$ cat config.mk
export PLATFORM = sky130hd
export DESIGN_NAME = smb_rrb_bridge
export DESIGN_NICKNAME = d
export VERILOG_FILES = /design/src/rtl/smb_rrb_pkg.sv /design/src/rtl/smb_rrb_proto.sv /design/src/rtl/smb_rrb_exec.sv /design/src/rtl/smb_rrb_bridge.sv
export SDC_FILE = /design/constraint.sdc
export NUM_CORES = 1
export LEC_CHECK = 0
export ABC_AREA = 1
export CAP_MARGIN = 20
export CORE_MARGIN = 5
export CORE_UTILIZATION = 26
export DETAILED_ROUTE_END_ITERATION = 8
export MAX_ROUTING_LAYER = met4
export PLACE_DENSITY = 0.5
export SETUP_SLACK_MARGIN = 0.4
export SLEW_MARGIN = 25
export SYNTH_ARGS = -nofsm -noshare
export SYNTH_HDL_FRONTEND = slang
export SYNTH_SLANG_ARGS = --single-unit
$ cat constraint.sdc
create_clock -name clk -period 2.1 [get_ports clk]
set_clock_uncertainty 0.2 [all_clocks]
set_input_delay 0.63 -clock clk [delete_from_list [all_inputs] [get_ports clk]]
set_output_delay 0.63 -clock clk [all_outputs]
set_load 0.005 [all_outputs]
$ cat src/rtl/smb_rrb_pkg.sv
`timescale 1ns/1ps
package smb_rrb_pkg;
    localparam int          DATA_W     = 32;
    localparam logic [7:0]  CMD_CFG_RD = 8'hD2;
    localparam logic [7:0]  CMD_MEM_RD = 8'hF2;
    localparam logic [7:0]  WR_COUNT   = 8'd4;
    localparam logic [7:0]  RD_COUNT   = 8'd5;

    typedef enum logic [3:0] {
        P_IDLE, P_ADDR, P_CMD, P_CNT, P_PAY, P_PEC, P_SEND, P_DONE
    } proto_st_t;

    typedef enum logic {E_IDLE, E_BUSY} exec_st_t;

    typedef struct packed {
        logic        is_mem;
        logic [7:0]  sel;
        logic [23:0] off;
    } rd_req_t;
endpackage

$ cat src/rtl/smb_rrb_proto.sv
`timescale 1ns/1ps
module smb_rrb_proto
    import smb_rrb_pkg::*;
(
    input  logic              clk,
    input  logic              rst_n,
    input  logic [3:0]        strap_addr,
    input  logic              pec_en,
    input  logic              rx_start,
    input  logic              rx_stop,
    input  logic              rx_valid,
    input  logic [7:0]        rx_data,
    input  logic              rx_pec_ok,
    output logic              rx_ack,
    input  logic              tx_mack,
    input  logic              tx_mnack,
    input  logic [7:0]        tx_pec,
    output logic [7:0]        tx_data,
    output logic              tx_drive,
    input  logic [7:0]        stat_i,
    input  logic [DATA_W-1:0] data_i,
    output logic              launch_o,
    output rd_req_t           req_o
);
    proto_st_t       st_q, st_n;
    logic [2:0]      idx_q;
    logic            armed_q;
    logic            cmd_mem_q;
    logic [3:0][7:0] pay_q;
    logic            launch_q;
    logic            go;
    logic            addr_hit;
    logic            cmd_ok;
    logic [2:0]      last_idx;

    assign addr_hit = (rx_data[7:1] == {2'b11, strap_addr[3], 1'b0, strap_addr[2:0]});
    assign cmd_ok   = (rx_data == CMD_CFG_RD) || (rx_data == CMD_MEM_RD);
    assign last_idx = pec_en ? 3'd6 : 3'd5;

    // state register and datapath
    always_ff @(posedge clk or negedge rst_n) begin
        if (!rst_n) begin
            st_q      <= P_IDLE;
            idx_q     <= '0;
            armed_q   <= 1'b0;
            cmd_mem_q <= 1'b0;
            pay_q     <= '0;
            launch_q  <= 1'b0;
        end else begin
            st_q     <= st_n;
            launch_q <= go;
            if (rx_start)
                armed_q <= (st_q == P_CNT);
            else if (rx_stop)
                armed_q <= 1'b0;
            if (st_n != st_q)
                idx_q <= '0;
            else if ((st_q == P_PAY && rx_valid) || (st_q == P_SEND && tx_mack))
                idx_q <= idx_q + 3'd1;
            if (st_q == P_PAY && rx_valid)
                pay_q[idx_q[1:0]] <= rx_data;
            if (st_q == P_CMD && rx_valid)
                cmd_mem_q <= (rx_data == CMD_MEM_RD);
        end
    end

    // next state and outputs
    always_comb begin
        st_n   = st_q;
        rx_ack = 1'b0;
        go     = 1'b0;
        if (rx_stop)
            st_n = P_IDLE;
        else if (rx_start)
            st_n = P_ADDR;
        else unique case (st_q)
            P_IDLE: ;
            P_ADDR: if (rx_valid) begin
                if (addr_hit && !rx_data[0]) begin
                    rx_ack = 1'b1;
                    st_n   = P_CMD;
                end else if (addr_hit && rx_data[0] && armed_q) begin
                    rx_ack = 1'b1;
                    st_n   = P_SEND;
                end else
                    st_n = P_DONE;
            end
            P_CMD: if (rx_valid) begin
                rx_ack = cmd_ok;
                st_n   = cmd_ok ? P_CNT : P_DONE;
            end
            P_CNT: if (rx_valid) begin
                rx_ack = (rx_data == WR_COUNT);
                st_n   = (rx_data == WR_COUNT) ? P_PAY : P_DONE;
            end
            P_PAY: if (rx_valid) begin
                rx_ack = 1'b1;
                if (idx_q == 3'd3) begin
                    if (pec_en)
                        st_n = P_PEC;
                    else begin
                        go   = 1'b1;
                        st_n = P_DONE;
                    end
                end
            end
            P_PEC: if (rx_valid) begin
                rx_ack = rx_pec_ok;
                go     = rx_pec_ok;
                st_n   = P_DONE;
            end
            P_SEND: begin
                if (tx_mnack)
                    st_n = P_DONE;
                else if (tx_mack && idx_q == last_idx)
                    st_n = P_DONE;
            end
            P_DONE: ;
            default: st_n = P_IDLE;
        endcase
    end

    always_comb begin
        tx_data = 8'hFF;
        if (st_q == P_SEND) begin
            unique case (idx_q)
                3'd0:    tx_data = RD_COUNT;
                3'd1:    tx_data = stat_i;
                3'd2:    tx_data = data_i[31:24];
                3'd3:    tx_data = data_i[23:16];
                3'd4:    tx_data = data_i[15:8];
                3'd5:    tx_data = data_i[7:0];
                3'd6:    tx_data = tx_pec;
                default: tx_data = 8'hFF;
            endcase
        end
    end

    assign tx_drive = (st_q == P_SEND);
    assign launch_o = launch_q;
    assign req_o    = '{is_mem: cmd_mem_q, sel: pay_q[0], off: {pay_q[1], pay_q[2], pay_q[3]}};

    AST_NACK_NO_LAUNCH: assert property (@(posedge clk) disable iff (!rst_n)
        (rx_valid && !rx_ack) |=> !launch_q);
    AST_RELEASE_ON_NACK: assert property (@(posedge clk) disable iff (!rst_n)
        (tx_drive && tx_mnack) |=> !tx_drive);
    AST_READ_NEEDS_RBIT: assert property (@(posedge clk) disable iff (!rst_n)
        $rose(tx_drive) |-> $past(rx_valid && rx_data[0] && rx_ack));
endmodule

$ cat src/rtl/smb_rrb_exec.sv
`timescale 1ns/1ps
module smb_rrb_exec
    import smb_rrb_pkg::*;
#(
    parameter int TIMEOUT_MS = 2
) (
    input  logic              clk,
    input  logic              rst_n,
    input  logic              ms_tick,
    input  logic              launch,
    input  rd_req_t           req_in,
    output logic              busy,
    output rd_req_t           req_out,
    input  logic              rsp_valid,
    input  logic [DATA_W-1:0] rsp_data,
    input  logic              rsp_mabort,
    input  logic              rsp_tabort,
    output logic [7:0]        stat_o,
    output logic [DATA_W-1:0] data_o
);
    localparam int            CW       = $clog2(TIMEOUT_MS + 1);
    localparam logic [CW-1:0] CNT_LAST = CW'(TIMEOUT_MS - 1);

    exec_st_t          st_q, st_n;
    logic [CW-1:0]     cnt_q;
    logic              fin_ok, fin_to;
    rd_req_t           req_q;
    logic [7:0]        stat_q;
    logic [DATA_W-1:0] data_q;

    always_ff @(posedge clk or negedge rst_n) begin
        if (!rst_n) st_q <= E_IDLE;
        else        st_q <= st_n;
    end

    always_comb begin
        st_n   = st_q;
        fin_ok = 1'b0;
        fin_to = 1'b0;
        unique case (st_q)
            E_IDLE: if (launch) st_n = E_BUSY;
            E_BUSY: begin
                if (rsp_valid) begin
                    st_n   = E_IDLE;
                    fin_ok = 1'b1;
                end else if (ms_tick && cnt_q == CNT_LAST) begin
                    st_n   = E_IDLE;
                    fin_to = 1'b1;
                end
            end
            default: st_n = E_IDLE;
        endcase
    end

    always_ff @(posedge clk or negedge rst_n) begin
        if (!rst_n) begin
            cnt_q  <= '0;
            req_q  <= '0;
            stat_q <= '0;
            data_q <= '0;
        end else begin
            if (st_q == E_IDLE && launch) begin
                req_q <= req_in;
                cnt_q <= '0;
            end else if (st_q == E_BUSY && ms_tick)
                cnt_q <= cnt_q + 1'b1;
            if (fin_ok) begin
                stat_q <= {2'b00, rsp_mabort, rsp_tabort, 3'b000, ~(rsp_mabort | rsp_tabort)};
                data_q <= rsp_data;
            end else if (fin_to) begin
                stat_q <= 8'h80;
                data_q <= '0;
            end
        end
    end

    assign busy    = (st_q == E_BUSY);
    assign req_out = req_q;
    assign stat_o  = stat_q;
    assign data_o  = data_q;

    AST_NO_LAUNCH_WHILE_BUSY: assert property (@(posedge clk) disable iff (!rst_n)
        launch |-> !busy);
    AST_REQ_HELD: assert property (@(posedge clk) disable iff (!rst_n)
        (busy && !rsp_valid && !ms_tick) |=> (busy && $stable(req_q)));
    AST_RSVD_ZERO: assert property (@(posedge clk) disable iff (!rst_n)
        (stat_q[6] == 1'b0 && stat_q[3:1] == 3'b000));
    AST_SUCCESS_EXCLUSIVE: assert property (@(posedge clk) disable iff (!rst_n)
        stat_q[0] |-> (stat_q[7:4] == 4'b0000));
    AST_TIMEOUT_CLEARS_DATA: assert property (@(posedge clk) disable iff (!rst_n)
        stat_q[7] |-> (data_q == '0));
endmodule

$ cat src/rtl/smb_rrb_bridge.sv
`timescale 1ns/1ps
module smb_rrb_bridge
    import smb_rrb_pkg::*;
#(
    parameter int TIMEOUT_MS = 2
) (
    input  logic        clk,
    input  logic        rst_n,
    input  logic [3:0]  strap_addr,
    input  logic        pec_en,
    input  logic        ms_tick,
    input  logic        rx_start,
    input  logic        rx_stop,
    input  logic        rx_valid,
    input  logic [7:0]  rx_data,
    input  logic        rx_pec_ok,
    output logic        rx_ack,
    output logic [7:0]  tx_data,
    output logic        tx_drive,
    input  logic        tx_mack,
    input  logic        tx_mnack,
    input  logic [7:0]  tx_pec,
    output logic        stretch,
    output logic        req_valid,
    output logic        req_mem,
    output logic [7:0]  req_sel,
    output logic [23:0] req_off,
    input  logic        rsp_valid,
    input  logic [31:0] rsp_data,
    input  logic        rsp_mabort,
    input  logic        rsp_tabort
);
    logic              launch;
    logic              busy;
    rd_req_t           req_new, req_cur;
    logic [7:0]        stat;
    logic [DATA_W-1:0] data;

    smb_rrb_proto u_proto (
        .clk(clk), .rst_n(rst_n), .strap_addr(strap_addr), .pec_en(pec_en),
        .rx_start(rx_start), .rx_stop(rx_stop), .rx_valid(rx_valid),
        .rx_data(rx_data), .rx_pec_ok(rx_pec_ok), .rx_ack(rx_ack),
        .tx_mack(tx_mack), .tx_mnack(tx_mnack), .tx_pec(tx_pec),
        .tx_data(tx_data), .tx_drive(tx_drive),
        .stat_i(stat), .data_i(data), .launch_o(launch), .req_o(req_new)
    );

    smb_rrb_exec #(.TIMEOUT_MS(TIMEOUT_MS)) u_exec (
        .clk(clk), .rst_n(rst_n), .ms_tick(ms_tick), .launch(launch),
        .req_in(req_new), .busy(busy), .req_out(req_cur),
        .rsp_valid(rsp_valid), .rsp_data(rsp_data),
        .rsp_mabort(rsp_mabort), .rsp_tabort(rsp_tabort),
        .stat_o(stat), .data_o(data)
    );

    assign stretch   = launch | busy;
    assign req_valid = busy;
    assign req_mem   = req_cur.is_mem;
    assign req_sel   = req_cur.sel;
    assign req_off   = req_cur.off;
endmodule

==> results by group, run 1 <==
Synthesis
  • Number of synthesized flops with an enable pin: 0
  • Syn nets: 614
  • Ys Warns: 0
  • Yosys cell types: 38
  • Part of the Yosys area used for sequential elements: approximately 56%
  • Mean Syn Cell Area: approximately 9.4 um^2
  • Area contributors post-synth: dfrtp_1 (56%), nand2_1 (9.7%), mux2_2 (7.3%)
  • Asr flop ratio synth: 100%
  • Post-synthesis cell area: 0.00511 mm^2
  • Syn Inst Count: around 540
  • Cell taking the most area after synthesis: dfrtp_1
  • Synth cell count leaders: nand2_1 (132), dfrtp_1 (114), inv_1 (58)
  • Count leader, synth: nand2_1
  • Post-synth top area share: 55.9%
  • Main synth FF type: dfrtp_1
  • Seq cells post-synth: 114

Global route
  • Total grt overflow: 0
  • Pin count of the biggest net entering global routing: 64
  • Vias in the first global route: 4974
  • GRT Total Usage: 15.5%
  • Initial antenna violation count: 0
  • First-pass GRT wire length: around 26 mm

Critical path
  • Cell-by-cell trace of the critical path: buf_4 -> ha_4 -> nand2_1 -> inv_1 -> a221oi_2 -> o2111ai_2 -> buf_2
  • Max incr delay on CP: 420 ps
  • Critical-path maximum fanout: 8
  • Kind of critical path: reg -> out
  • CP arrival: approximately 2100 ps
  • Crit. End Element: output port
  • CP required: approximately 1300 ps
  • Worst setup SP type: flop
  • Crit-path slowest cell: dfrtp_2

Timing
  • Setup TNS: -8630 ps
  • Tmin final: 2880 ps
  • Final Cycle Share: 137%
  • Final Hold Vio Count: 0
  • Final worst slack: -779 ps
  • Final Max Slew Viols: 0
  • Final setup viols: 16
  • FMAX: 347 MHz
  • Unrepaired setup endpoints after global routing: yes

Layout
  • Layout cells sized above 1: 48.5%
  • Fin nets: 847
  • Antenna diodes: 0
  • Fillers: 1875
  • Final core occ: 44.6%
  • Area Overhead vs Synth: 69.5%

Floorplanning
  • Ports: 110
  • Die Ht: ~150 um
  • Die area: between 0.02 and 0.025 mm^2
  • Starting Density: 26.3%
  • Die width: 150 um
  • FP Rows: 51
  • Core ar.: 0.0194 mm^2

Detailed routing
  • Post-route ant nets: 0
  • Post-route DRC: 0
  • Wirelength per Cell: 15.9 um
  • Drt via density: 4.51
  • DR iter-0 viols: 262
  • Vias: 4750
  • DRT Pass-1 Iters: 4
  • Final wirelength: 16.8 mm

Pwr
  • Total power: 0.00656 W
  • Pleak: just over 4 nW
  • PD cells: 757 mW/mm^2
  • Maximum VDD drop: 0.518 mV

Job
  • Max-Cap Viols: 0

Clock tree
  • Number of buffers created by CTS: 17
  • Clk slew on worst S/H paths: 60 ps
  • # clock sinks: 114
  • Later-pin clock latency in the skew report: around 420 ps
  • TritonCTS clock tree: built
  • Clock Root Buffer: clkbuf_16
  • Clk buf depth: 2
  • H-tree levels: 4

Status
  • Run status: finished with violations
  • Violated checks: setup timing

Placement
  • Hpwl dp: between 10 and 15 mm
  • Final Wtd Congestion: 0.889
  • IO buf count: 109

Min path
  • Worst min path class: reg -> reg
-- per-layer routing --
layer / up-vias / routed length [um] / GRT usage (%)
met5: - / 0 / -
met4: 0 / 358 / 5.58
met3: 27 / 605 / 3.79
met2: 91 / 8820 / 25.5
met1: 2370 / 7010 / 18.6
li1: 2262 / - / -
-- flip-flops by register name (all words and copies together) (netlist names) --
signal             count
u_proto.st_q           4
u_exec.data_o         32
u_exec.req_out        33
u_proto.req_o         32
u_proto.armed_q        1
u_exec.stat_o          4
u_exec.cnt_q           2
u_proto.idx_q          3
u_exec.busy            1
u_proto.cmd_mem_q      1
u_proto.launch_o       1
-- cells by family (layout without fill, tap and decap cells) --
family | count (synthesis) | in the layout | synth area share (%)
mux | 33 | 33 | 7.28
xor+xnor | 5 | 5 | 0.857
compound gates | 98 | 98 | 10.9
fa+ha+maj | 6 | 6 | 1.47
simple gates | 203 | 207 | 17.1
flops | 114 | 114 | 55.9
buf+inv | 83 | 325 | 6.49
other cells | 1 | 1 | 0.0734
-- where the power goes --
| part | switching (W) | internal (W) | leakage (nW) |
|---|---|---|---|
| registers | 0.000143 | 0.00257 | 1.53 |
| clock network | 0.00116 | 0.00178 | 0.284 |
| logic | 0.000494 | 0.000417 | 2.28 |
| total | 0.00180 | 0.00476 | 4.10 |
-- critical path, delay by kind of cell, from the launching register on --
family / cells / cell delay, ps
AO/OA/AOI/OAI: 2 / 500
adder cells (fa/ha/maj): 1 / 170
buffers and inverters: 3 / 470
flip-flops: 1 / 420
AND/OR/NAND/NOR: 1 / 60
-- stage by stage --
step / area (um^2) / hold slack [ps] / setup slack [ps] / std cells
6_report: 8660 / 281 / -779 / 1054
5_1_grt: 8660 / 303 / -870 / 1054
4_1_cts: 8160 / 284 / -822 / 1040
3_5_place_dp: 7120 / 269 / -1420 / 963
3_3_place_gp: 7120 / 260 / -1350 / 963
2_1_floorplan: 5260 / 134 / -54.6 / 543
-- area by class of cell --
type                            instances  area (um^2)  area share [%]
Clock buffer                           17          425            4.91
Clock inverter                         15          169            1.95
Inverter                               66          292            3.37
Multi-Input combinational cell        350         2610            30.1
Sequential cell                       114         2860            33.0
Tap cell                              265          332            3.83
Timing Repair Buffer                  227         1980            22.9
-- layout by cell type, fill, tap and decap left out, types with 7 or more instances in the layout --
cell type and instances:
nand2_2 36, buf_6 41, nor2_1 20, nand3_1 19, nand2_1 86, inv_2 14, clkbuf_16 17, buf_4 76
a21oi_1 9, o21ai_0 25, inv_4 7, o22ai_1 9, buf_2 44, mux2_2 33, dfrtp_1 112, clkdlybuf4s50_1 51
o21ai_2 21, inv_1 43, o21ai_1 14, inv_6 7, nand2_8 8, nand2_4 17
-- path summary, 6_finish.rpt --
path | startpoint | end | slack [ps] | cells past startpoint
max in group asynchronous | rst_n | u_exec.req_out[21] | 830 | 3
hold / removal | u_exec.cnt_q[0] | u_exec.cnt_q[0] | 280 | 1
hold reg to reg | u_exec.cnt_q[0] | u_exec.cnt_q[0] | 280 | 1
min in group asynchronous | rst_n | u_proto.req_o[5] | 540 | 3
setup / recovery | u_proto.idx_q[1] | tx_data[7] | -780 | 7
setup reg to reg | u_proto.idx_q[1] | u_proto.idx_q[1] | -480 | 18
-- repair_timing --
item	4_1_cts	5_1_grt
pin swaps	25	30
buffers inserted	44	10
setup endpoints to repair	85	105
hold endpoints to repair	1	0
hold buffers	1	0
gates resized for setup	299	133
gates cloned	0	4
(Power assumes the default switching activity.)
==> run 2, diff against run 1 <==
--- a/config.mk
+++ b/config.mk
@@ -9,6 +9,7 @@
 export CAP_MARGIN = 20
 export CORE_MARGIN = 5
 export CORE_UTILIZATION = 26
+export CTS_CLUSTER_DIAMETER = 100
 export DETAILED_ROUTE_END_ITERATION = 8
 export MAX_ROUTING_LAYER = met4
 export PLACE_DENSITY = 0.5
==> results of run 2 <==
Final layout, timing and power as in run 1 (identical DEF).
==> run 3, diff against run 2 <==
--- a/config.mk
+++ b/config.mk
@@ -11,6 +11,7 @@
 export CORE_UTILIZATION = 26
 export CTS_CLUSTER_DIAMETER = 100
 export DETAILED_ROUTE_END_ITERATION = 8
+export GPL_TIMING_DRIVEN = 0
 export MAX_ROUTING_LAYER = met4
 export PLACE_DENSITY = 0.5
 export SETUP_SLACK_MARGIN = 0.4
==> run 3 against run 2 <==
Against the previous run:
- the run still ends with setup timing left
- first-iteration DRC count fell by 3.4%
- combinational power increased by 3.1%
- worst hold slack got worse by 240 ps
- sequential share of layout area rose by 2.1 points
- die area is the same
- clock power is 11% lower
- via count fell by 5.0%
- utilization down 2.6 points
- largest power group is now sequential cells
- highest routed layer unchanged
==> results by group, run 3 (synthesized netlist as in run 1, its figures left out) <==
Floorplanning
  • Starting Density: between 20% and 30%
  • Die width: 150 um
  • Die area: 0.0225 mm^2
  • Core ar.: 0.0194 mm^2
  • Ports: 110
  • FP Rows: between 50 and 60
  • Die Ht: ~150 um

Pwr
  • Maximum VDD drop: 0.519 mV
  • Total power: approximately 0.0063 W
  • PD cells: 771 mW/mm^2
  • Pleak: 3.82 nW

Detailed routing
  • DRT Pass-1 Iters: 4
  • DR iter-0 viols: 253
  • Wirelength per Cell: 16.0 um
  • Drt via density: 4.52
  • Final wirelength: about 16 mm
  • Vias: 4513
  • Post-route ant nets: 0
  • Post-route DRC: 0

Critical path
  • Crit-path slowest cell: dfrtp_2
  • WP buf/inv: 2
  • Critical-path maximum fanout: 4
  • Max incr delay on CP: 430 ps
  • Crit. End Element: output port
  • CP delay by family, top: compound AO/OA/AOI/OAI gates
  • CP required: 1270 ps
  • Cell-by-cell trace of the critical path: buf_4 -> ha_4 -> nand2_4 -> o22ai_4 -> a211oi_4 -> o2111ai_4 -> buf_2
  • CP arrival: a little under 2000 ps
  • Kind of critical path: reg -> out
  • Worst setup SP type: flop

Timing
  • Max transition margin: 54.9%
  • Final Hold Vio Count: 0
  • Final worst slack: -670 ps
  • Tmin final: 2770 ps
  • Actual slew at the worst max-slew pin: between 600 and 700 ps
  • Final Max Slew Viols: 0
  • Final Cycle Share: 132%
  • FMAX: 361 MHz
  • Final setup viols: 13
  • Unrepaired setup endpoints after global routing: yes

Clock tree
  • TritonCTS clock tree: built
  • Hold_buf cts: 0
  • # clock sinks: 114
  • Clk buf depth: 2
  • Number of buffers created by CTS: 17
  • H-tree levels: 4
  • Clock Root Buffer: clkbuf_16
  • Clk slew on worst S/H paths: ~50 ps
  • Later-pin clock latency in the skew report: 410 ps

Min path
  • Worst min path class: in -> async

Global route
  • Pin count of the biggest net entering global routing: 70
  • Total grt overflow: 0
  • First-pass GRT wire length: 24.6 mm
  • Vias in the first global route: 4694
  • GRT Total Usage: 14.5%
  • Initial antenna violation count: 0

Layout
  • Fillers: roughly 1900
  • Most common cell after layout, fill and taps aside: nand2_1
  • Area Overhead vs Synth: 59.8%
  • Layout cells sized above 1: 42.9%
  • Fin nets: 793
  • Most frequent cells in the layout: nand2_1 (108), dfrtp_1 (107), clkdlybuf4s50_1 (50)
  • Max reg flops: 33
  • Final core occ: 42.1%

Placement
  • IO buf count: 108
  • Pre-CTS setup slack: -1440 ps
  • Final Wtd Congestion: 0.852
  • Hpwl dp: 11.2 mm

Status
  • Run status: finished with violations
  • Violated checks: setup timing

Job
  • Max-Cap Viols: 0
==> run 3: cell count changes in the layout (fill, tap and decap cells not counted), moves of 4 or more <==
cell	previous run	this run
dfrtp_1	112	107
buf_6	41	21
nand2_4	17	11
dfrtp_2	2	7
inv_6	7	2
nand2_1	86	108
nand2_2	36	17
buf_4	76	38
o21ai_0	25	20
o21ai_2	21	25
==> run 3: final cells by class <==
type                            instances  area [um^2]  area share (%)
Sequential cell                       114         2860            35.1
Multi-Input combinational cell        346         2560            31.4
Timing Repair Buffer                  160         1390            17.0
Clock buffer                           19          453            5.55
Tap cell                              265          332            4.06
Inverter                               66          300            3.68
Buffer                                 17          176            2.16
Clock inverter                         10         88.8            1.09
Antenna cell                            1         2.50          0.0307
==> run 3: worst paths after layout <==
| path | slack, ps | endpoint | startpoint | cells after the start |
|---|---|---|---|---|
| worst max-delay path | -670 | tx_data[4] | u_proto.idx_q[0] | 7 |
| worst min-delay path | 40 | u_exec.req_out[0] | rst_n | 1 |
| worst max register to register | -60 | u_proto.idx_q[2] | u_proto.idx_q[0] | 14 |
| worst min register to register | 280 | u_proto.req_o[8] | u_proto.req_o[8] | 2 |
| max in group asynchronous | 960 | u_exec.busy | rst_n | 2 |
| min in group clk | 280 | u_proto.req_o[8] | u_proto.req_o[8] | 2 |
==> run 3: worst reg2reg max path, stage by stage (launching register included) <==
cell     delay [ps]
dfrtp_2         430
ha_4            180
ha_4            160
buf_4           130
nand2_2          60
nor2_2           40
nand2_2          70
nand2_2          60
nor2_4          110
nand4_4          90
nand2_2         110
nand2_2          60
a21oi_2         150
nand3_2         120
nor2_1          110
==> run 3: repair_timing <==
action	4_1_cts	5_1_grt
buffers inserted	26	22
gates cloned	1	2
endpoints found under the setup margin	144	131
pin swaps	25	32
gates resized for setup	313	106
hold endpoints to repair	0	0
==> run 3: metrics by stage <==
stage | TNS [ps] | hold slack [ps] | cell area, um^2 | cells
final | -6140 | 38.2 | 8160 | 998
after global routing | -7500 | 82.3 | 8160 | 997
after CTS | -7170 | 58.6 | 7600 | 973
after detailed placement | -19680 | 272 | 6700 | 917
after global placement | -495030 | 261 | 6680 | 916
after floorplan | -143 | 134 | 5260 | 543
==> run 3: where the power goes <==
| part | switching (W) | internal (W) |
|---|---|---|
| Combinational | 0.000542 | 0.000397 |
| Sequential | 0.000152 | 0.00257 |
| Clock | 0.000977 | 0.00166 |
| Total | 0.00167 | 0.00462 |
==> run 3: metal layers <==
layer | vias to the layer above | wire (um) | GRT usage [%]
met3 | 26 | 674 | 2.56
met1 | 2225 | 6610 | 17.4
met2 | 121 | 8430 | 24.1
met5 | - | 0 | -
met4 | 0 | 292 | 6.04
li1 | 2141 | - | -
